[config.mk]
export PLATFORM = sky130hd
export DESIGN_NAME = bwf_top
export DESIGN_NICKNAME = d
export VERILOG_FILES = /design/src/rtl/bwf_pkg.sv /design/src/rtl/bwf_sync.sv /design/src/rtl/bwf_dom_timer.sv /design/src/rtl/bwf_irq.sv /design/src/rtl/bwf_top.sv
export SDC_FILE = /design/constraint.sdc
export NUM_CORES = 1
export LEC_CHECK = 0
export BUFFER_PORTS_ARGS = -buffer_cell sky130_fd_sc_hd__buf_4
export CAP_MARGIN = 10
export CORE_ASPECT_RATIO = 0.7
export CORE_MARGIN = 2
export CORE_UTILIZATION = 50
export CTS_BUF_LIST = sky130_fd_sc_hd__clkbuf_8
export DETAILED_ROUTE_END_ITERATION = 6
export HOLD_SLACK_MARGIN = 0.03
export MAX_ROUTING_LAYER = met4
export PLACE_DENSITY = 0.68
export SYNTH_ARGS = -nofsm -noshare
export SYNTH_HDL_FRONTEND = slang
export SYNTH_HIERARCHICAL = 1
export SYNTH_SLANG_ARGS = --single-unit
[constraint.sdc]
create_clock -name clk -period 3.6 [get_ports clk]
set_clock_uncertainty 0.05 [all_clocks]
set_input_delay 0.36 -clock clk [delete_from_list [all_inputs] [get_ports clk]]
set_output_delay 0.36 -clock clk [all_outputs]
set_load 0.1 [all_outputs]
[src/rtl/bwf_pkg.sv]
package bwf_pkg;
  localparam int unsigned IRQ_N   = 3;
  localparam int unsigned IRQ_WAK = 0;
  localparam int unsigned IRQ_FLT = 1;
  localparam int unsigned IRQ_TSD = 2;

  typedef enum logic [3:0] {
    RA_CTRL   = 4'd0,
    RA_WTHR   = 4'd1,
    RA_FTHR   = 4'd2,
    RA_REQ    = 4'd3,
    RA_SET    = 4'd4,
    RA_MASK   = 4'd5,
    RA_MASKED = 4'd6,
    RA_WCNT   = 4'd7,
    RA_FCNT   = 4'd8
  } reg_addr_e;
endpackage

[src/rtl/bwf_sync.sv]
module bwf_sync #(
  parameter int unsigned W = 1,
  parameter logic [W-1:0] INIT = '0
) (
  input  logic         clk,
  input  logic         rst_n,
  input  logic [W-1:0] d,
  output logic [W-1:0] q
);
  logic [W-1:0] s1;

  always_ff @(posedge clk or negedge rst_n) begin
    if (!rst_n) begin
      s1 <= INIT;
      q  <= INIT;
    end else begin
      s1 <= d;
      q  <= s1;
    end
  end
endmodule

[src/rtl/bwf_dom_timer.sv]
module bwf_dom_timer #(
  parameter int unsigned CW = 16
) (
  input  logic          clk,
  input  logic          rst_n,
  input  logic          run,
  input  logic          tick,
  input  logic [CW-1:0] thr,
  output logic [CW-1:0] cnt,
  output logic          hit
);
  logic [CW-1:0] cnt_d;
  logic          below;
  logic          step;

  assign below = (cnt < thr);
  assign step  = run & tick & below;
  assign hit   = step & ((cnt + CW'(1)) == thr);

  always_comb begin
    cnt_d = cnt;
    if (!run)      cnt_d = '0;
    else if (step) cnt_d = cnt + CW'(1);
  end

  always_ff @(posedge clk or negedge rst_n) begin
    if (!rst_n) cnt <= '0;
    else        cnt <= cnt_d;
  end
endmodule

[src/rtl/bwf_irq.sv]
module bwf_irq #(
  parameter int unsigned N = 3
) (
  input  logic         clk,
  input  logic         rst_n,
  input  logic [N-1:0] hw_set,
  input  logic [N-1:0] sw_set,
  input  logic [N-1:0] sw_clr,
  input  logic         mask_we,
  input  logic [N-1:0] mask_wd,
  output logic [N-1:0] req,
  output logic [N-1:0] mask,
  output logic         irq
);
  logic [N-1:0] req_d;
  logic [N-1:0] mask_d;

  always_comb begin
    req_d  = (req & ~sw_clr) | sw_set | hw_set;
    mask_d = mask_we ? mask_wd : mask;
  end

  always_ff @(posedge clk or negedge rst_n) begin
    if (!rst_n) begin
      req  <= '0;
      mask <= '0;
    end else begin
      req  <= req_d;
      mask <= mask_d;
    end
  end

  assign irq = |(req & mask);
endmodule

[src/rtl/bwf_top.sv]
module bwf_top
  import bwf_pkg::*;
#(
  parameter int unsigned DW = 16,
  parameter int unsigned AW = 4
) (
  input  logic          clk,
  input  logic          rst_n,
  input  logic          lf_clk,
  input  logic          bus_rx,
  input  logic          tsd_in,
  input  logic          low_power,
  input  logic          cxpi_slave,
  input  logic          reg_we,
  input  logic [AW-1:0] reg_addr,
  input  logic [DW-1:0] reg_wdata,
  output logic [DW-1:0] reg_rdata,
  output logic          irq
);
  localparam int unsigned NS = 3;

  logic [NS-1:0] sync_q;
  logic lf_s, bus_s, tsd_s;
  logic lf_q, bus_q, tsd_q;
  logic tick, dom_edge, tsd_rise;

  bwf_sync #(.W(NS), .INIT(3'b010)) u_sync (
    .clk(clk), .rst_n(rst_n), .d({tsd_in, bus_rx, lf_clk}), .q(sync_q)
  );
  assign lf_s  = sync_q[0];
  assign bus_s = sync_q[1];
  assign tsd_s = sync_q[2];

  always_ff @(posedge clk or negedge rst_n) begin
    if (!rst_n) begin
      lf_q  <= 1'b0;
      bus_q <= 1'b1;
      tsd_q <= 1'b0;
    end else begin
      lf_q  <= lf_s;
      bus_q <= bus_s;
      tsd_q <= tsd_s;
    end
  end

  assign tick     = lf_s & ~lf_q;
  assign dom_edge = bus_q & ~bus_s;
  assign tsd_rise = tsd_s & ~tsd_q;

  // configuration registers
  logic [1:0]    ctrl, ctrl_d;
  logic [DW-1:0] wthr, wthr_d, fthr, fthr_d;
  logic          wr_ctrl, wr_wthr, wr_fthr;

  assign wr_ctrl = reg_we && (reg_addr == AW'(RA_CTRL));
  assign wr_wthr = reg_we && (reg_addr == AW'(RA_WTHR));
  assign wr_fthr = reg_we && (reg_addr == AW'(RA_FTHR));

  always_comb begin
    ctrl_d = wr_ctrl ? reg_wdata[1:0] : ctrl;
    wthr_d = wr_wthr ? reg_wdata      : wthr;
    fthr_d = wr_fthr ? reg_wdata      : fthr;
  end

  always_ff @(posedge clk or negedge rst_n) begin
    if (!rst_n) begin
      ctrl <= '0;
      wthr <= '0;
      fthr <= '0;
    end else begin
      ctrl <= ctrl_d;
      wthr <= wthr_d;
      fthr <= fthr_d;
    end
  end

  // timers
  logic          wake_en, fault_en, bus_dom;
  logic          wake_run, fault_run, cxpi_wake;
  logic [DW-1:0] wake_cnt, fault_cnt;
  logic          wake_hit, fault_hit;

  assign wake_en   = ctrl[0];
  assign fault_en  = ctrl[1];
  assign bus_dom   = ~bus_s;
  assign wake_run  = wake_en & low_power & ~cxpi_slave & bus_dom;
  assign fault_run = fault_en & bus_dom;
  assign cxpi_wake = wake_en & low_power & cxpi_slave & dom_edge;

  bwf_dom_timer #(.CW(DW)) u_wake (
    .clk(clk), .rst_n(rst_n), .run(wake_run), .tick(tick),
    .thr(wthr), .cnt(wake_cnt), .hit(wake_hit)
  );

  bwf_dom_timer #(.CW(DW)) u_fault (
    .clk(clk), .rst_n(rst_n), .run(fault_run), .tick(tick),
    .thr(fthr), .cnt(fault_cnt), .hit(fault_hit)
  );

  // interrupt registers
  logic [IRQ_N-1:0] hw_set, sw_set, clr_v, req, mask;
  logic             mask_we;

  assign hw_set[IRQ_WAK] = wake_hit | cxpi_wake;
  assign hw_set[IRQ_FLT] = fault_hit;
  assign hw_set[IRQ_TSD] = tsd_rise;
  assign sw_set  = (reg_we && reg_addr == AW'(RA_SET)) ? reg_wdata[IRQ_N-1:0] : '0;
  assign clr_v   = (reg_we && reg_addr == AW'(RA_REQ)) ? reg_wdata[IRQ_N-1:0] : '0;
  assign mask_we = reg_we && (reg_addr == AW'(RA_MASK));

  bwf_irq #(.N(IRQ_N)) u_irq (
    .clk(clk), .rst_n(rst_n), .hw_set(hw_set), .sw_set(sw_set),
    .sw_clr(clr_v), .mask_we(mask_we), .mask_wd(reg_wdata[IRQ_N-1:0]),
    .req(req), .mask(mask), .irq(irq)
  );

  // read mux
  always_comb begin
    reg_rdata = '0;
    case (reg_addr)
      AW'(RA_CTRL):   reg_rdata = DW'(ctrl);
      AW'(RA_WTHR):   reg_rdata = wthr;
      AW'(RA_FTHR):   reg_rdata = fthr;
      AW'(RA_REQ):    reg_rdata = DW'(req);
      AW'(RA_MASK):   reg_rdata = DW'(mask);
      AW'(RA_MASKED): reg_rdata = DW'(req & mask);
      AW'(RA_WCNT):   reg_rdata = wake_cnt;
      AW'(RA_FCNT):   reg_rdata = fault_cnt;
      default:        reg_rdata = '0;
    endcase
  end
endmodule

# ---- Word level (Yosys, flattened, before mapping)
# Index checks and enable logic that the tools add are counted.
dict set report totals {
  input_bits 28
  ff_bits 81
}
dict set report classes {
  addsub 2
  eq_ne 12
  n_reduce_logical 8
  magnitude_cmp 2
  muxes 7
  bitwise_logic 26
}
# cell count
set op_table {}
lappend op_table {{$pmux W16 S8} 1}
lappend op_table {{$mux W16} 4}
lappend op_table {{$add A16 B1 Y16 const B} 2}
lappend op_table {{$eq A16 B16 Y1} 2}
lappend op_table {{$lt A16 B16 Y1} 2}
lappend op_table {{$eq A4 B3 Y1 const B} 4}
lappend op_table {{$and A1 B1 Y1} 15}
lappend op_table {{$and A3 B3 Y3} 3}
lappend op_table {{$eq A4 B2 Y1 const B} 2}
lappend op_table {{$logic_and A1 B1 Y1} 6}
lappend op_table {{$mux W3} 2}
lappend op_table {{$or A3 B3 Y3} 2}
lappend op_table {{$eq A4 B1 Y1 const B} 1}
lappend op_table {{$eq A4 B4 Y1 const B} 1}
lappend op_table {{$logic_not A4 Y1} 1}
lappend op_table {{$ne A2 B2 Y1 const B} 2}
lappend op_table {{$not A1 Y1} 4}
lappend op_table {{$not A3 Y3} 1}
lappend op_table {{$reduce_or A3 Y1} 1}
lappend op_table {{$or A1 B1 Y1} 1}

# ---- Longest topological paths before layout
dict set report logic_depth {
  ltp_word 8
  ltp_mapped 12
  depth_no_buf 11
}

# ---- Cells and area by module
# Netlist, hierarchy kept.
# module seq_area_each_um2 instances cells_per_inst area_per_inst_um2
set modules_own_cells {}
lappend modules_own_cells {bwf_top 927.1 1 185 2179.6}
lappend modules_own_cells {{bwf_dom_timer at u_fault} 400.4 1 216 1845.5}
lappend modules_own_cells {{bwf_dom_timer at u_wake} 400.4 1 197 1662.8}
lappend modules_own_cells {bwf_irq 150.1 1 20 235.2}
lappend modules_own_cells {bwf_sync 152.6 1 6 152.6}

# ---- Worst setup path before layout
# No wires, ideal clock.
dict set report synth_timing {
  path_type {in2out}
  startpoint {input port reg_addr[1]}
  endpoint {output port reg_rdata[10]}
  slack_ns 0.045
  required_time_ns 3.190
  cell_stages 5
  path_buffers 2
  arrival_ns 3.145
  path_cell_list {buf_6 -> nor2b_4 -> clkbuf_1 -> a22oi_1 -> o21ai_0}
}
dict set report synth_between {
  elab_chain_cells 2
  word_cells_on_any_way 9
  cone_classes {eq/ne: 7; mux: 1; reduce/logical: 1}
}
# item line
set synth_lines {}
lappend synth_lines {{start: declaration} bwf_top.sv:15} ;# input logic [AW-1:0] reg_addr,
lappend synth_lines {{$eq A4 B4 Y1, or another cell as far along} bwf_top.sv:120} ;# case (reg_addr)
lappend synth_lines {{$pmux W16 S8 *} bwf_top.sv:120}
lappend synth_lines {{end: declaration} bwf_top.sv:17} ;# output logic [DW-1:0] reg_rdata,
# Mark *: on every way between the ends. The rest lies on a longest branch, timed or not.

# ---- Worst setup path in the final report
dict set report layout_timing {
  startpoint {register u_wake.cnt[7]}
  endpoint {register u_irq.req[0]}
}
dict set report layout_between {
  elab_chain_cells 5
  word_cells_on_any_way 7
  cone_classes {add/sub: 1; order compare: 1; eq/ne: 1; bitwise: 4}
}
# item line
set layout_lines {}
lappend layout_lines {{start: declaration} bwf_dom_timer.sv:9} ;# output logic [CW-1:0] cnt,
lappend layout_lines {{start signal: assignment} bwf_dom_timer.sv:28} ;# else cnt <= cnt_d;
lappend layout_lines {{$add A16 B1 Y16 / $lt A16 B16 Y1 (equally long branches)} {bwf_dom_timer.sv:18, bwf_dom_timer.sv:16}}
lappend layout_lines {{$eq A16 B16 Y1 / $and A1 B1 Y1 (equally long branches)} {bwf_dom_timer.sv:18, bwf_dom_timer.sv:17}}
lappend layout_lines {{$and A1 B1 Y1 *} bwf_dom_timer.sv:18} ;# assign hit = step & ((cnt + CW'(1)) == thr);
lappend layout_lines {{named net wake_hit} bwf_top.sv:81} ;# logic wake_hit, fault_hit;
lappend layout_lines {{$or A1 B1 Y1 *} bwf_top.sv:104} ;# assign hw_set[IRQ_WAK] = wake_hit | cxpi_wake;
lappend layout_lines {{named net hw_set[0]} bwf_top.sv:101} ;# logic [IRQ_N-1:0] hw_set, sw_set, clr_v, req, mask;
lappend layout_lines {{$or A3 B3 Y3 *} bwf_irq.sv:19} ;# req_d = (req & ~sw_clr) | sw_set | hw_set;
lappend layout_lines {{named net u_irq.req_d[0]} bwf_irq.sv:15} ;# logic [N-1:0] req_d;
lappend layout_lines {{end signal: assignment} bwf_irq.sv:28} ;# req <= req_d;
lappend layout_lines {{end: declaration} bwf_irq.sv:11} ;# output logic [N-1:0] req,
# Mark *: on every way through the listed nets, which the timed path passes. The rest lies on a longest branch.
# A chain may end at the register's enable or synchronous reset.

==> flow_metrics.tcl <==
set metrics [dict create \
    route.vias.total 5110 \
    power.density_mw_per_mm2 401.8 \
    synth_top_area_cell "dfrtp_1" \
    synth-seq-cells 81 \
    crit_fanout 17 \
    drtAntennaViolNets 0 \
    hold_path_class "in2async" \
    multi_input_area_mm2 0.003654 \
    synth_warnings 6 \
    maxCapViolations 0 \
    vdd.ir_drop.worst_mv 0.2897 \
    final_cell_mix "dfrtp_1, buf_4, inv_1" \
    die_w_um 135.8 \
    syn_inst 624 \
    areaGrowthSynthToFinish_pct 9.452 \
    setup_tns_ns 0 \
    rows 33 \
    period_needed_ns 3.000 \
    p_seq_share_pct 44.1 \
    layout.cells.non_filler 814 \
    critical-path-max-stage-delay_ns 0.53 \
    synth_edf_count 0 \
    start_util_pct 51.63 \
    clock_insertion_delay_worst_skew_ns 0.37 \
    grt_overflow 0 \
    grt_pass1_vias 4838 \
    synth_area_mm2 0.006076 \
    utilization_pct 56.51 \
    post-route-drc-count 0 \
    slowest_stage "nor3_4" \
    setup_viol 0 \
    worst_slew_pin_slew_ns 1.062 \
    final_hold_viol_count 0 \
    fmax_mhz 333.3 \
    antenna_found_initial 0 \
    yosysUniqueCellTypes 79 \
    dp_hpwl_mm 12.20 \
    crit_path_start_kind "flop" \
    post-cts-setup-buffers 0 \
    dieHeight_um 96.23 \
    drive_gt1_share_pct 20.55 \
    cts_buffers 9 \
    critical_path_class "reg2reg" \
    ff_latch_area_mm2 0.002031 \
    final_common_cell "dfrtp_1" \
    avgSynthCellArea_um2 9.737 \
    grt_max_degree 82 \
    holdWs_ns 0.1001 \
    worst_setup_path_end_kind "flop" \
    rsz0062_at_grt "no" \
    required_ns 3.84 \
    drt_pass1_iterations 5 \
    io_pins 45 \
    switching_power_w 0.0009461 \
    maxSlewHeadroom_pct 29.23 \
    cts.clk_slew.worst_paths_ns 0.09 \
    routedWlPerCell_um 20.31 \
    timing.final.crit_share_pct 83.34 \
    grt_pass1_wl_mm 26.85 \
    placed_cells 795 \
    synthFlopType "dfrtp_1" \
    first_iter_violations 440 \
    cts_tree "done" \
    grt_usage_pct 27.75 \
    syn-num-nets 686 \
    die_area_mm2 0.01306 \
    sw_frac_of_total_pct 35.41 \
    clockBufferDepth 2 \
    power_w 0.002672 \
    clockPowerShare_pct 28.4 \
    via_per_inst 6.278 \
    gp_congestion 0.9688 \
    finalNetCount 714 \
    async_flop_share_pct 100.0 \
    power_frac_comb_pct 27.5 \
    port-buffer-count 44 \
    core_mm2 0.01177 \
    fill_cells 1099 \
    ys_seq_area_share_pct 33.42 \
    status "finished clean" \
    drt-total-wl_mm 16.53 \
    synth_area_leaders "dfrtp_1, ha_1, mux2_2" \
    htree_levels 3 \
    synth_top_area_share_pct 32.13 \
    p_leak_nw 2.969 \
    root_buffer "clkbuf_8" \
    slew_violations 0 \
    crit_arrival_ns 3.24 \
    clock_sinks 81 \
    path_cells "ha_1, and3_1, a221oi_2, o22ai_1, nor3_4, o31ai_1, nor4_1, a31o_2, nor2_1, o21ai_0" \
    p_int_w 0.001726 \
    antennaDiodeCount 0 \
]
-- per-layer routing --
layer / wire, µm / share of wire [%] / track usage, %
met4: 335 / 2.0 / 7.465
met5: 0 / 0 / -
met3: 1101 / 6.7 / 4.950
met2: 6929 / 42 / 39.44
met1: 8162 / 49 / 40.52
-- sequential cells by signal, indices dropped and copies added, names as in the netlist --
signal and flops:
u_wake/cnt 16, lf_q 1, ctrl 2, tsd_q 1
u_fault/cnt 16, wthr 16, bus_q 1, u_irq/mask 3
u_irq/req 3, fthr 16, u_sync/q 3, u_sync/s1 3
-- metrics by stage --
stage          setup WS, ns  instance area (µm²)
6_report             0.5999                 6650
5_1_grt              0.4224                 6650
4_1_cts              0.6482                 6650
3_5_place_dp         0.6541                 6402
3_3_place_gp         0.7675                 6402
2_1_floorplan       0.04498                 6076
-- power groups by stage --
stage	sequential, W	clock, W	combinational (W)
2_1_floorplan	0.00113	0	0.000563
3_3_place_gp	0.00119	0	0.000703
3_5_place_dp	0.00119	0	0.000720
4_1_cts	0.00117	0.000776	0.000729
5_1_grt	0.00120	0.000809	0.000805
6_report	0.00118	0.000757	0.000735
-- Yosys cell counts, drive strengths merged, types with 3 or more instances --
library cell,number
dfrtp,78
xor2,11
nand3b,7
nand2,37
nand3,26
nor4b,4
a21boi,3
xnor2,27
and2,11
o21ai,27
a22oi,27
clkbuf,9
inv,43
dfstp,3
a211oi,6
or4,3
ha,34
mux2,40
nor3b,4
and3,14
a21o,4
nor2b,10
mux2i,8
o31ai,4
nor4,13
a221o,26
o22ai,4
nor3,17
or2,4
and4,6
or3,4
a21oi,11
nand4,9
buf,25
nor2,36
-- path summary, 6_finish.rpt --
path	start	cells past startpoint	slack [ns]	end
min in group clk	reg_wdata[4]	2	0.17	wthr[4]
hold reg to reg	u_sync/s1[2]	0	0.31	u_sync/q[2]
hold / removal	rst_n	1	0.10	u_fault/cnt[3]
max in group asynchronous	rst_n	1	2.68	u_fault/cnt[7]
setup / recovery	u_wake/cnt[7]	10	0.60	u_irq/req[0]
setup reg to reg	u_wake/cnt[7]	10	0.60	u_irq/req[0]
-- worst max-delay path: cells and delay by family (launching register included) --
| kind | cells | cell delay, ns |
|---|---|---|
| compound gates | 5 | 0.86 |
| flops | 1 | 0.49 |
| fa+ha+maj | 1 | 0.34 |
| simple gates | 4 | 1.19 |
-- cell families (layout without fill, tap and decap cells) --
logic type / Yosys count / in the layout / share of synthesized area [%]
AND/OR/NAND/NOR: 213 / 213 / 21.75
XOR/XNOR: 38 / 38 / 5.478
flip-flops: 81 / 81 / 33.42
adder cells (fa/ha/maj): 34 / 34 / 7.002
multiplexers: 48 / 48 / 9.349
AO/OA/AOI/OAI: 133 / 133 / 16.56
buffers and inverters: 77 / 110 / 6.446
-- cell type report --
type                    count  share of cell area [%]
clock inverters             7                   1.411
well taps                 157                   2.954
inverters                  43                   2.427
multi-input cells         466                   54.94
clock buffers               9                   1.863
repair buffers             51                   5.870
flip-flops and latches     81                   30.54
-- what timing repair did --
action	CTS	global route
endpoints found under the hold margin	3	0
setup endpoints to repair	0	0
resized for setup	0	0
hold buffers	3	0
No activity file was read; power rests on OpenSTA's default activity.
